### src/rtl/adc_sar_pkg.sv
`timescale 1ns/1ps
package adc_sar_pkg;

    localparam int unsigned CODE_W      = 8;
    localparam int unsigned STEP_CLKS   = 8;
    localparam int unsigned SYNC_STAGES = 2;

    // Bus strobes as a packed group; all active low.
    typedef struct packed {
        logic cs_n;
        logic rd_n;
        logic wr_n;
    } bus_strb_t;

    localparam int unsigned STRB_W = $bits(bus_strb_t);

    // Sequencer operating mode.
    typedef enum logic [1:0] {
        SEQ_IDLE = 2'b00,
        SEQ_HOLD = 2'b01,
        SEQ_RUN  = 2'b10
    } seq_mode_t;

    // Start request: select and write both asserted.
    function automatic logic start_asserted(input bus_strb_t s);
        return (!s.cs_n) && (!s.wr_n);
    endfunction

    // Read request: select and read both asserted.
    function automatic logic read_asserted(input bus_strb_t s);
        return (!s.cs_n) && (!s.rd_n);
    endfunction

endpackage

### src/rtl/adc_sync.sv
`timescale 1ns/1ps
module adc_sync #(
    parameter int unsigned     W       = 3,
    parameter int unsigned     STAGES  = 2,
    parameter logic [W-1:0]    RST_VAL = '1
) (
    input  logic         clk,
    input  logic         rst,
    input  logic [W-1:0] d,
    output logic [W-1:0] q
);

    logic [W-1:0] stg [STAGES];

    for (genvar g = 0; g < STAGES; g++) begin : g_stage
        if (g == 0) begin : g_first
            always_ff @(posedge clk) begin
                if (rst) stg[0] <= RST_VAL;
                else     stg[0] <= d;
            end
        end else begin : g_next
            always_ff @(posedge clk) begin
                if (rst) stg[g] <= RST_VAL;
                else     stg[g] <= stg[g-1];
            end
        end
    end

    assign q = stg[STAGES-1];

endmodule

### src/rtl/adc_sar_seq.sv
`timescale 1ns/1ps
module adc_sar_seq
    import adc_sar_pkg::*;
#(
    parameter int unsigned W     = CODE_W,
    parameter int unsigned STEPS = STEP_CLKS
) (
    input  logic          clk,
    input  logic          rst,
    input  logic          start_req,
    output seq_mode_t     mode,
    output logic [W-1:0]  ring,
    output logic          load_pulse,
    output logic          step_pulse,
    output logic          last_pulse
);

    localparam int unsigned PH_W = (STEPS > 1) ? $clog2(STEPS) : 1;
    localparam logic [PH_W-1:0] PH_LAST = PH_W'(STEPS - 1);
    localparam logic [W-1:0]    MARK    = {1'b1, {(W-1){1'b0}}};

    logic [PH_W-1:0] phase;
    logic            wrap;

    // Free-running phase counter; the gated pulse of each bit step.
    always_ff @(posedge clk) begin
        if (rst)       phase <= '0;
        else if (wrap) phase <= '0;
        else           phase <= phase + PH_W'(1);
    end

    assign wrap = (phase == PH_LAST);

    always_comb begin
        load_pulse = (mode == SEQ_HOLD) && !start_req && wrap;
        step_pulse = (mode == SEQ_RUN)  && !start_req && wrap;
        last_pulse = step_pulse && ring[0];
    end

    always_ff @(posedge clk) begin
        if (rst) begin
            mode <= SEQ_IDLE;
            ring <= '0;
        end else if (start_req) begin
            mode <= SEQ_HOLD;
            ring <= '0;
        end else if (load_pulse) begin
            mode <= SEQ_RUN;
            ring <= MARK;
        end else if (step_pulse) begin
            ring <= ring >> 1;
            if (ring[0]) mode <= SEQ_IDLE;
        end
    end

    // the step marker is never split across stages.
    assert_ring_onehot_R4: assert property (@(posedge clk) disable iff (rst)
        $onehot0(ring));

    // running always carries a marker somewhere in the ring.
    assert_run_has_mark_R4: assert property (@(posedge clk) disable iff (rst)
        (mode == SEQ_RUN) |-> (ring != '0));

    // a start request puts the sequencer into hold with an empty ring.
    assert_hold_on_start_R1: assert property (@(posedge clk) disable iff (rst)
        start_req |=> (mode == SEQ_HOLD) && (ring == '0));

    // outside a start, the ring only moves on the phase boundary.
    assert_step_grid_R4: assert property (@(posedge clk) disable iff (rst)
        (!$stable(ring) && !$past(start_req)) |-> $past(wrap));

endmodule

### src/rtl/adc_sar_dp.sv
`timescale 1ns/1ps
module adc_sar_dp
    import adc_sar_pkg::*;
#(
    parameter int unsigned W = CODE_W
) (
    input  logic          clk,
    input  logic          rst,
    input  logic          clr,
    input  logic          load,
    input  logic          step,
    input  logic          last,
    input  logic          cmp_ge,
    input  logic [W-1:0]  ring,
    output logic [W-1:0]  trial,
    output logic [W-1:0]  result,
    output logic          done
);

    localparam logic [W-1:0] MARK = {1'b1, {(W-1){1'b0}}};

    logic [W-1:0] nxt;

    // Resolve the bit under test, then try the next lower bit as 1.
    always_comb begin
        nxt = trial;
        for (int i = 0; i < W; i++) begin
            if (ring[i]) nxt[i] = cmp_ge;
        end
        for (int i = 1; i < W; i++) begin
            if (ring[i]) nxt[i-1] = 1'b1;
        end
    end

    always_ff @(posedge clk) begin
        if (rst) begin
            trial  <= '0;
            result <= '0;
            done   <= 1'b0;
        end else begin
            done <= last;
            if (clr)       trial <= '0;
            else if (load) trial <= MARK;
            else if (step) trial <= nxt;
            if (last) result <= nxt;
        end
    end

    // the output latch only moves when a conversion completes.
    assert_latch_hold_R8: assert property (@(posedge clk) disable iff (rst)
        !$past(last) |-> $stable(result));

    // a fresh conversion begins with a single trial bit.
    assert_first_trial_R4: assert property (@(posedge clk) disable iff (rst)
        load |=> $onehot(trial));

    // a cleared datapath holds no trial bits.
    assert_clear_trial_R1: assert property (@(posedge clk) disable iff (rst)
        clr |=> (trial == '0));

endmodule

### src/rtl/adc_bus_sar.sv
`timescale 1ns/1ps
module adc_bus_sar
    import adc_sar_pkg::*;
#(
    parameter int unsigned W      = CODE_W,
    parameter int unsigned STEPS  = STEP_CLKS,
    parameter int unsigned SYNC_N = SYNC_STAGES
) (
    input  logic          clk,
    input  logic          rst,
    input  logic          cs_n,
    input  logic          rd_n,
    input  logic          wr_n,
    input  logic          cmp_ge,
    output logic          intr_n,
    output logic [W-1:0]  data_out,
    output logic          data_oe,
    output logic [W-1:0]  trial_code
);

    logic [STRB_W-1:0] strb_q;
    bus_strb_t         strb_s;
    logic              start_req;
    logic              read_req;
    seq_mode_t         mode;
    logic [W-1:0]      ring;
    logic              load_pulse;
    logic              step_pulse;
    logic              last_pulse;
    logic [W-1:0]      result;
    logic              done;
    logic              intr_flag;

    adc_sync #(
        .W       (STRB_W),
        .STAGES  (SYNC_N),
        .RST_VAL ({STRB_W{1'b1}})
    ) u_sync (
        .clk (clk),
        .rst (rst),
        .d   ({cs_n, rd_n, wr_n}),
        .q   (strb_q)
    );

    assign strb_s    = bus_strb_t'(strb_q);
    assign start_req = start_asserted(strb_s);
    assign read_req  = read_asserted(strb_s);

    adc_sar_seq #(
        .W     (W),
        .STEPS (STEPS)
    ) u_seq (
        .clk        (clk),
        .rst        (rst),
        .start_req  (start_req),
        .mode       (mode),
        .ring       (ring),
        .load_pulse (load_pulse),
        .step_pulse (step_pulse),
        .last_pulse (last_pulse)
    );

    adc_sar_dp #(
        .W (W)
    ) u_dp (
        .clk    (clk),
        .rst    (rst),
        .clr    (start_req),
        .load   (load_pulse),
        .step   (step_pulse),
        .last   (last_pulse),
        .cmp_ge (cmp_ge),
        .ring   (ring),
        .trial  (trial_code),
        .result (result),
        .done   (done)
    );

    // Interrupt flag: start/hold clears, completion sets, read clears.
    always_ff @(posedge clk) begin
        if (rst)                                 intr_flag <= 1'b0;
        else if (start_req || mode == SEQ_HOLD)  intr_flag <= 1'b0;
        else if (done)                           intr_flag <= 1'b1;
        else if (read_req)                       intr_flag <= 1'b0;
    end

    assign intr_n   = !intr_flag;
    assign data_oe  = !cs_n && !rd_n;
    assign data_out = data_oe ? result : '0;

    // the interrupt stays inactive while the start flag is held.
    assert_hold_quiet_R1: assert property (@(posedge clk) disable iff (rst)
        (mode == SEQ_HOLD) |-> intr_n);

    // the interrupt only falls one clock after a completed conversion.
    assert_intr_after_done_R3: assert property (@(posedge clk) disable iff (rst)
        $fell(intr_n) |-> $past(done));

    // a read with no completion pending leaves the interrupt inactive.
    assert_read_clears_R7: assert property (@(posedge clk) disable iff (rst)
        (read_req && !done) |=> intr_n);

endmodule

### config.mk
export PLATFORM = sky130hd
export DESIGN_NAME = adc_bus_sar
export DESIGN_NICKNAME = d
export VERILOG_FILES = /design/src/rtl/adc_sar_pkg.sv /design/src/rtl/adc_sync.sv /design/src/rtl/adc_sar_seq.sv /design/src/rtl/adc_sar_dp.sv /design/src/rtl/adc_bus_sar.sv
export SDC_FILE = /design/constraint.sdc
export NUM_CORES = 1
export LEC_CHECK = 0
export BUFFER_PORTS_ARGS = -buffer_cell sky130_fd_sc_hd__buf_4
export CORE_ASPECT_RATIO = 0.9
export CORE_MARGIN = 3
export CORE_UTILIZATION = 25
export CTS_BUF_LIST = sky130_fd_sc_hd__clkbuf_4
export CTS_CLUSTER_DIAMETER = 120
export DETAILED_ROUTE_END_ITERATION = 8
export GPL_ROUTABILITY_DRIVEN = 1
export HOLD_SLACK_MARGIN = 0.03
export MAX_ROUTING_LAYER = met4
export SETUP_SLACK_MARGIN = 0.5
export SLEW_MARGIN = 10
export SYNTH_ARGS = -nofsm -noshare
export SYNTH_HDL_FRONTEND = slang
export SYNTH_SLANG_ARGS = --single-unit
### constraint.sdc
create_clock -name clk -period 2 [get_ports clk]
set_input_delay 0.2 -clock clk [delete_from_list [all_inputs] [get_ports clk]]
set_output_delay 0.2 -clock clk [all_outputs]
set_load 0.05 [all_outputs]
==> impl_metrics.env, run 1 <==
export IMPL_p_leak_nw=0.6850
export IMPL_period_needed_ns=1.432
export IMPL_clkLatencyLatePin_ns=0.35
export IMPL_grt_max_degree=21
export IMPL_area_delta_synth_final_pct=27.12
export IMPL_synth_seq_cells=37
export IMPL_post_route_util=0.3395
export IMPL_crit_arrival_ns=1.71
export IMPL_setup_viol=0
export IMPL_final_cells=265
export IMPL_crit_fanout=7
export IMPL_grt_usage=0.1106
export IMPL_die_w_um=89.38
export IMPL_holdWs_ns=0.04036
export IMPL_n_antenna_cell=0
export IMPL_yosys_top_cells_count="dfxtp_1 (37), a21oi_1 (25), nor3_1 (10)"
export IMPL_ant_nets=0
export IMPL_routedWlPerCell_um=13.72
export IMPL_cts_buffers=5
export IMPL_initialDrtViolationCount=84
export IMPL_clock_path_buffers=2
export IMPL_grt_first_pass_wirelength_um=6106
export IMPL_final_nets=202
export IMPL_synth_edf_count=0
export IMPL_cp_start_kind="register"
export IMPL_worst_slew_pin_slew_ns=0.4836
export IMPL_synth_fp_nets=177
export IMPL_status="finished, final reports clean"
export IMPL_synth_area_top_cells="dfxtp_1 (47%), a21oi_1 (8.0%), a211oi_1 (4.3%)"
export IMPL_yosysMostFrequentCell="dfxtp_1"
export IMPL_hold_class="input pin to register"
export IMPL_multi_input_area_um2=793.3
export IMPL_finalHoldViolCount=0
export IMPL_antenna_found_initial=0
export IMPL_dr_total_vias=1269
export IMPL_finalSetupTns_ns=0
export IMPL_ys_types=31
export IMPL_crit_required_ns=2.27
export IMPL_fp_row_count=26
export IMPL_clk_pin_slew_worst_paths_ns=0.12
export IMPL_crit_type="register to register"
export IMPL_synth_top_area_frac=0.4736
export IMPL_max_freq_mhz=698.3
export IMPL_yosysWarnings=0
export IMPL_cts_sinks=37
export IMPL_fp_dieArea_um2=7243
export IMPL_cap_violations=0
export IMPL_async_flop_share=0
export IMPL_ctsRootBufferMaster="clkbuf_4"
export IMPL_rsz0062_at_grt="yes"
export IMPL_seqCellArea_um2=745.7
export IMPL_pwr_density_cell_nw_per_um2=606.2
export IMPL_irDropWorstVdd_uv=151.3
export IMPL_wirelength_um=3636
export IMPL_fp_coreArea_um2=5856
export IMPL_start_util=0.2671
export IMPL_endpoint_kind="register"
export IMPL_port_buffers=23
export IMPL_syn_area_um2=1564
export IMPL_syn_area_per_cell_um2=9.254
export IMPL_drive_gt1_frac=0.3282
export IMPL_slew_violations=0
export IMPL_yosys_area_top_type="dfxtp_1"
export IMPL_cts_tree="built"
export IMPL_place_congestion=0.7745
export IMPL_synthCells=169
export IMPL_dp_cells=250
export IMPL_finalCritPeriodShare=0.7160
export IMPL_drc_errors=0
export IMPL_vias_per_cell=4.789
export IMPL_die_height_um=81.04
export IMPL_hpwl_um=2268
export IMPL_grt_pass1_vias=1197
export IMPL_fin_skew_ns=0.01600
export IMPL_ys_seq_area_frac=0.4736
export IMPL_drt_pass1_iter_count=4
export IMPL_fillers=626
export IMPL_cts_htree_levels=2
export IMPL_relSlewSlack=0.6756
export IMPL_grt_overflow_total=0
export IMPL_ios=24
export IMPL_ys_flop_type="dfxtp_1"
-- path summary, 6_finish.rpt --
check / slack [ns] / cells after the start / endpoint / from
worst max register to register: 0.57 / 6 / u_dp.trial[5]$_SDFFE_PP0P_ / u_seq.phase[0]$_SDFF_PP0_
worst max-delay path: 0.57 / 6 / u_dp.trial[5]$_SDFFE_PP0P_ / u_seq.phase[0]$_SDFF_PP0_
worst min-delay path: 0.04 / 2 / u_sync.stg[0][2]$_SDFF_PP1_ / cs_n
worst min register to register: 0.42 / 1 / u_sync.stg[1][1]$_SDFF_PP1_ / u_sync.stg[0][1]$_SDFF_PP1_
-- registers in the layout, indices dropped and copies added, names as in the netlist --
signal,cells
u_seq.phase,3
u_seq.mode,2
intr_flag,1
u_dp.result,8
u_dp.done,1
u_sync.stg,6
u_seq.ring,8
u_dp.trial,8
-- stage by stage --
stage	worst slack, ns	total power, W	area, µm²
finish	0.5679	0.001205	1988
detailed placement	0.1809	0.0008204	1760
CTS	0.5068	0.001219	1927
global route	0.4752	0.001258	1988
floorplan	0.5135	0.0008005	1567
global placement	0.2399	0.0008194	1760
-- logic make-up (layout without fill, tap and decap cells) --
family	Yosys count	in the layout	synth area share
AND/OR/NAND/NOR	56	56	0.1960
flip-flops	37	37	0.4736
buffers and inverters	17	43	0.06480
AO/OA/AOI/OAI	54	54	0.2280
multiplexers	3	3	0.02160
adder cells (fa/ha/maj)	2	2	0.01600
-- where the power goes --
group / switching [W] / internal, W
combinational: 0.0000300 / 0.0000255
sequential: 0.0000101 / 0.000749
clock: 0.000259 / 0.000133
-- final cells by class --
| cell class | instances | area share |
|---|---|---|
| Clock buffer | 5 | 0.01888 |
| Clock inverter | 3 | 0.008811 |
| Inverter | 4 | 0.009440 |
| Multi-Input combinational cell | 115 | 0.3990 |
| Sequential cell | 37 | 0.3751 |
| Tap cell | 70 | 0.04405 |
| Timing Repair Buffer | 30 | 0.1410 |
| Timing Repair inverter | 1 | 0.003776 |
-- per-layer routing --
layer,wire length (µm),share of wire,GRT usage,up-vias
li1,-,-,-,659
met1,1921,0.53,0.1583,574
met2,1466,0.40,0.1436,28
met3,179,0.049,0.03245,8
met4,70,0.019,0.04315,0
met5,0,0,-,-
-- repair_timing --
action | 4_1_cts | 5_1_grt
endpoints found under the hold margin | 2 | 0
setup buffers | 1 | 1
endpoints found under the setup margin | 25 | 22
hold buffers | 2 | 0
resized for setup | 10 | 8
pin swaps | 1 | 9
gates cloned | 2 | 1
-- worst max-delay path, stage by stage, from the launching register on --
cell,delay (ns)
dfxtp_2,0.37
ha_4,0.14
ha_4,0.17
o211a_4,0.24
buf_12,0.13
a21oi_1,0.07
a311oi_2,0.23
-- cells in the final DEF (no fill, tap or decap), types with 2 or more instances in the layout --
cell	n
a211oi_1	9
a21oi_1	25
a311oi_2	3
and2_1	8
buf_4	25
clkbuf_4	5
clkinv_2	2
clkinvlp_4	3
dfxtp_1	33
dfxtp_2	4
dlygate4sd3_1	2
ha_4	2
inv_1	3
mux2_2	3
nand2_1	6
nand3_1	7
nor2_1	3
nor2b_1	5
nor3_1	10
nor3b_1	2
nor4_1	4
nor4_2	2
o21ai_0	2
o21ai_1	7
or2_2	6
Power figures use the tool's default switching activity.
==> run 2: changes to the inputs <==
Clock period 2 ns to 1.4 ns, I/O delays scaled along.
==> run 2 against run 1 <==
The flow now finishes with violations (negative setup slack). Sequential share of layout area fell by 8.1 points. Combinational power increased by 120%. Critical path depth grew 2. Die area unchanged. First-iteration DRC count down 12%. Cell area is 34% higher. Worst setup slack worse by 0.62 ns. Via count rose by 16%. Wire length up 17%. Sequential power up 41%. Non-clock buffer count increased by 35. Fmax decreased by 1.2%. Largest cell class unchanged. Largest power group unchanged.
==> impl_metrics.env, run 2 (synthesis gave the netlist of run 1 again) <==
export IMPL_status="finished, violations left"
export IMPL_violations="negative setup slack"
export IMPL_path_buf_inv=3
export IMPL_dr_total_vias=1470
export IMPL_grt_first_pass_wirelength_um=6962
export IMPL_period_needed_ns=1.449
export IMPL_clk_pin_slew_worst_paths_ns=0.12
export IMPL_endpoint_kind="register"
export IMPL_clkLatencyLatePin_ns=0.35
export IMPL_cts_tree="built"
export IMPL_critical_path_cell_chain="ha_4 > ha_4 > buf_4 > buf_6 > buf_6 > nor2b_4 > o21ai_1 > a21oi_1"
export IMPL_final_cell_mix="buf_4 (31), a21oi_1 (19), dfxtp_2 (18), buf_8 (17), dfxtp_1 (14)"
export IMPL_clock_path_buffers=2
export IMPL_use_met2=0.1937
export IMPL_cts_buffers=5
export IMPL_finalSetupTns_ns=-0.09007
export IMPL_cp_top_family="flip-flops"
export IMPL_finalCritPeriodShare=1.035
export IMPL_antenna_found_initial=0
export IMPL_grt_util_met3=0.03043
export IMPL_hold_class="input pin to register"
export IMPL_irDropWorstVdd_uv=297.5
export IMPL_reg_top3="u_dp.result x8, u_dp.trial x8, u_seq.ring x8"
export IMPL_fin_skew_ns=0.01228
export IMPL_finalHoldViolCount=0
export IMPL_ctsRootBufferMaster="clkbuf_4"
export IMPL_port_buffers=23
export IMPL_p_leak_nw=0.9629
export IMPL_start_util=0.2671
export IMPL_grt_pass1_vias=1457
export IMPL_grt_busiest_layer="met2"
export IMPL_slowest_stage="dfxtp_2"
export IMPL_use_met1=0.1711
export IMPL_die_w_um=89.38
export IMPL_max_freq_mhz=689.9
export IMPL_placed_area_um2=2041
export IMPL_cts_sinks=37
export IMPL_setup_viol=5
export IMPL_drive_gt1_frac=0.6565
export IMPL_crit_type="register to register"
export IMPL_relSlewSlack=0.6766
export IMPL_ios=24
export IMPL_fin_ws_ns=-0.04942
export IMPL_initialDrtViolationCount=74
export IMPL_drc_errors=0
export IMPL_n_antenna_cell=0
export IMPL_dp_cells=271
export IMPL_fp_row_count=26
export IMPL_final_nets=237
export IMPL_crit_fanout=5
export IMPL_grt_usage=0.1295
export IMPL_slowest_delay_ns=0.35
export IMPL_fillers=547
export IMPL_post_route_util=0.4534
export IMPL_fp_coreArea_um2=5856
export IMPL_hpwl_um=2657
export IMPL_cp_start_kind="register"
export IMPL_final_cells=300
export IMPL_cts_htree_levels=2
export IMPL_worst_slew_pin_slew_ns=0.4822
export IMPL_wirelength_um=4258
export IMPL_die_height_um=81.04
export IMPL_grt_max_degree=20
export IMPL_routedWlPerCell_um=14.19
export IMPL_pwr_density_cell_nw_per_um2=731.9
export IMPL_ant_nets=0
export IMPL_crit_arrival_ns=1.70
export IMPL_slew_violations=0
export IMPL_rsz0062_at_grt="yes"
export IMPL_grt_overflow_total=0
export IMPL_area_delta_synth_final_pct=69.76
export IMPL_stdcell_area_um2=2655
export IMPL_place_congestion=0.7836
export IMPL_drt_pass1_iter_count=4
export IMPL_holdWs_ns=0.1587
export IMPL_layout_commonest_cell="buf_4"
export IMPL_crit_required_ns=1.65
export IMPL_cap_violations=0
export IMPL_vias_per_cell=4.900
export IMPL_worst_r2r_setup_slack_ns=-0.05
export IMPL_fp_dieArea_um2=7243
[run 2: final timing paths]
check                              startpoint                           to  cells past startpoint
hold reg to reg   u_sync.stg[0][0]$_SDFF_PP1_  u_sync.stg[1][0]$_SDFF_PP1_                      1
setup reg to reg    u_seq.phase[0]$_SDFF_PP0_   u_seq.ring[7]$_SDFFE_PP0P_                      8
hold / removal                            rst       intr_flag$_SDFFE_PP0P_                      4
setup / recovery    u_seq.phase[0]$_SDFF_PP0_   u_seq.ring[7]$_SDFFE_PP0P_                      8
[run 2: area by class of cell]
class	count	area, µm²	area share
well taps	70	87.58	0.03299
repair buffers	65	693.2	0.2611
clock inverters	2	33.78	0.01272
multi-input cells	116	998.5	0.3761
inverters	4	15.01	0.005655
flip-flops and latches	37	782.0	0.2945
clock buffers	6	45.04	0.01697
[run 2: through the flow]
stage	setup WS, ns	power, W
detailed placement	-0.1950	0.001202
floorplan	-0.01711	0.001155
global route	-0.1135	0.002013
global placement	-0.1321	0.001201
finish	-0.04942	0.001943
CTS	-0.02566	0.001959
[run 2: layer usage]
layer | vias to the layer above | wire [µm]
met1 | 708 | 2087
met2 | 24 | 1969
met3 | 5 | 149
met4 | 0 | 52
met5 | - | 0
li1 | 733 | -
[run 2: tightest hold or removal path, delay by kind of cell]
family                 cells  cell delay [ns]
AOI/OAI and AO/OA          2             0.14
buffers and inverters      2             0.21
[run 2: timing repair]
item	CTS	global route
endpoints found under the setup margin	48	49
endpoints found under the hold margin	3	0
pin swaps	8	6
gates cloned	0	1
hold buffers	3	0
buffers inserted	10	7
resized for setup	88	16
[run 2: where the power goes]
part / switching [W] / internal (W) / total, W
logic: 0.0000600 / 0.0000618 / 0.000122
registers: 0.0000113 / 0.00106 / 0.00107
clock network: 0.000360 / 0.000391 / 0.000751
total: 0.000431 / 0.00151 / 0.00194
==> run 3: changes to the inputs <==
Settings changed: PLACE_DENSITY set to 0.45.
==> run 3 against run 2 <==
First-iteration DRC count rose by 120%. Wire length rose by 1.8%. Critical path depth fell by 2. The run now ends clean. Critical path type unchanged. Sequential share of layout area fell by 0.22 points. Sequential power barely moved. Clock skew grew 0.011 ns.
==> impl_metrics.env, run 3 (synthesis gave the netlist of run 1 again) <==
export IMPL_status="finished, final reports clean"
export IMPL_hpwl_um=2686
export IMPL_cp_top_family="compound AO/OA/AOI/OAI gates"
export IMPL_reg2reg_to="u_dp.trial[6]$_SDFFE_PP0P_"
export IMPL_clk_pin_slew_worst_paths_ns=0.11
export IMPL_seqCellArea_um2=782.0
export IMPL_p_leak_nw=0.9477
export IMPL_rsz0062_at_grt="yes"
export IMPL_vias_per_cell=4.939
export IMPL_cts_htree_levels=2
export IMPL_sw_frac_of_total=0.2086
export IMPL_wirelength_um=4333
export IMPL_cp_num_cells=6
export IMPL_final_cell_mix="buf_4 (26), a21oi_1 (19), dfxtp_2 (18), buf_8 (15), dfxtp_1 (14)"
export IMPL_grt_overflow_total=0
export IMPL_grt_first_pass_wirelength_um=6920
export IMPL_pre_cts_ws_ns=-0.05150
export IMPL_holdPathStages=4
export IMPL_setup_viol=0
export IMPL_slowest_delay_ns=0.36
export IMPL_relSlewSlack=0.6611
export IMPL_grt_util_met3=0.03347
export IMPL_initialDrtViolationCount=165
export IMPL_place_congestion=0.7714
export IMPL_holdWs_ns=0.1620
export IMPL_final_cells=293
export IMPL_ctsRootBufferMaster="clkbuf_4"
export IMPL_n_antenna_cell=0
export IMPL_crit_fanout=7
export IMPL_period_needed_ns=1.363
export IMPL_pwr_share_seq=0.509
export IMPL_dr_total_vias=1447
export IMPL_die_w_um=89.38
export IMPL_worstHoldStart="rst"
export IMPL_reg2reg_from="u_seq.phase[0]$_SDFF_PP0_"
export IMPL_clkLatencyLatePin_ns=0.36
export IMPL_grt_usage=0.1282
export IMPL_fp_dieArea_um2=7243
export IMPL_grt_pass1_vias=1397
export IMPL_cp_startpoint="u_seq.phase[0]$_SDFF_PP0_"
export IMPL_power_w=0.002115
export IMPL_clock_path_buffers=2
export IMPL_multi_input_area_um2=1023
export IMPL_port_buffers=23
export IMPL_slew_violations=0
export IMPL_fillers=543
export IMPL_start_util=0.2671
export IMPL_crit_required_ns=1.67
export IMPL_worst_slew_pin_slew_ns=0.5053
export IMPL_max_freq_mhz=733.5
export IMPL_fp_coreArea_um2=5856
export IMPL_hold_class="input pin to register"
export IMPL_pwr_density_cell_nw_per_um2=790.6
export IMPL_cts_sinks=37
export IMPL_fp_row_count=26
export IMPL_reg_top3="u_dp.result x8, u_dp.trial x8, u_seq.ring x8"
export IMPL_r2r_cells=6
export IMPL_crit_arrival_ns=1.63
export IMPL_routedWlPerCell_um=14.79
export IMPL_cap_violations=0
export IMPL_ant_nets=0
export IMPL_cts_buffers=5
export IMPL_irDropWorstVdd_uv=299.7
export IMPL_pwr_share_comb=0.055
export IMPL_endpoint_kind="register"
export IMPL_clock_power_share=0.437
export IMPL_critical_path_cell_chain="ha_4 > ha_4 > o211a_4 > buf_12 > a21oi_1 > a311oi_2"
export IMPL_antenna_found_initial=0
export IMPL_p_sw_w=0.0004413
export IMPL_fin_ws_ns=0.03662
export IMPL_drt_pass1_iter_count=5
export IMPL_die_height_um=81.04
export IMPL_worst_r2r_setup_slack_ns=0.04
export IMPL_drc_errors=0
export IMPL_area_delta_synth_final_pct=71.04
export IMPL_layout_commonest_cell="buf_4"
export IMPL_cts_tree="built"
export IMPL_path_buf_inv=1
export IMPL_drive_gt1_frac=0.6637
export IMPL_grt_busiest_layer="met2"
export IMPL_finalSetupTns_ns=0
export IMPL_finalHoldViolCount=0
export IMPL_use_met1=0.1669
export IMPL_final_nets=230
export IMPL_finalCritPeriodShare=0.9738
export IMPL_use_met2=0.1892
export IMPL_ios=24
export IMPL_dp_cells=263
export IMPL_intPower_w=0.001674
export IMPL_crit_type="register to register"
export IMPL_slowest_stage="dfxtp_2"
export IMPL_cpMostUsedCell="ha_4"
export IMPL_holdPathEnd="intr_flag$_SDFFE_PP0P_"
export IMPL_grt_max_degree=21
export IMPL_cp_start_kind="register"
export IMPL_fin_skew_ns=0.02304
==> run 3: changes by cell type in the layout (fill, tap and decap cells not counted), moves of 3 or more <==
cell / previous run / this run
nor4_1: 3 / 0
buf_4: 31 / 26
o21ai_2: 4 / 1
nor4_2: 0 / 3
o21ai_1: 5 / 8
buf_6: 12 / 9
==> run 3: how the worst max path moves through the flow <==
stage / slack [ns] / endpoint
after floorplan: -0.02 / u_dp.trial[4]$_SDFFE_PP0P_
after global placement: -0.05 / u_dp.result[1]$_SDFFE_PP0P_
after detailed placement: -0.05 / u_dp.result[1]$_SDFFE_PP0P_
after CTS: -0.003 / u_dp.trial[6]$_SDFFE_PP0P_
after global routing: -0.04 / u_dp.trial[4]$_SDFFE_PP0P_
final: 0.04 / u_dp.trial[6]$_SDFFE_PP0P_
==> run 3: timing repair <==
| item | CTS | global route |
|---|---|---|
| gates resized for setup | 73 | 29 |
| cloned | 1 | 2 |
| hold endpoints to repair | 3 | 0 |
| endpoints found under the setup margin | 48 | 49 |
| hold buffers | 3 | 0 |
| pin swaps | 6 | 11 |
| setup buffers | 14 | 2 |
==> run 3: metal layers <==
metal	wire, µm	part of all wire	up-vias
met5	0	0	-
met4	85	0.020	0
met3	165	0.038	7
met2	2044	0.47	24
met1	2038	0.47	699
li1	-	-	717
==> run 3: power by group through the flow <==
stage | registers (W) | clock network, W | logic (W)
6_report | 0.00108 | 0.000924 | 0.000116
5_1_grt | 0.00108 | 0.000985 | 0.000126
4_1_cts | 0.00108 | 0.000953 | 0.000109
3_5_place_dp | 0.00111 | 0 | 0.0000939
3_3_place_gp | 0.00111 | 0 | 0.0000902
2_1_floorplan | 0.00110 | 0 | 0.0000518
==> run 3: area by class of cell <==
| cell class | instances | area share |
|---|---|---|
| well taps | 70 | 0.03274 |
| repair buffers | 58 | 0.2484 |
| flip-flops and latches | 37 | 0.2923 |
| multi-input cells | 116 | 0.3826 |
| clock buffers | 5 | 0.01403 |
| inverters | 4 | 0.005613 |
| clock inverters | 3 | 0.02432 |
==> run 3: stage by stage <==
| step | cell area [µm²] | util |
|---|---|---|
| 2_1_floorplan | 1688 | - |
| 3_3_place_gp | 1993 | 0.3404 |
| 3_5_place_dp | 1993 | 0.3404 |
| 4_1_cts | 2506 | 0.4280 |
| 5_1_grt | 2675 | 0.4568 |
| 6_report | 2675 | 0.4568 |
==> run 3: tightest hold or removal path: stages <==
cell	delay [ns]
buf_4	0.08
o21bai_4	0.11
buf_6	0.11
a221oi_2	0.03
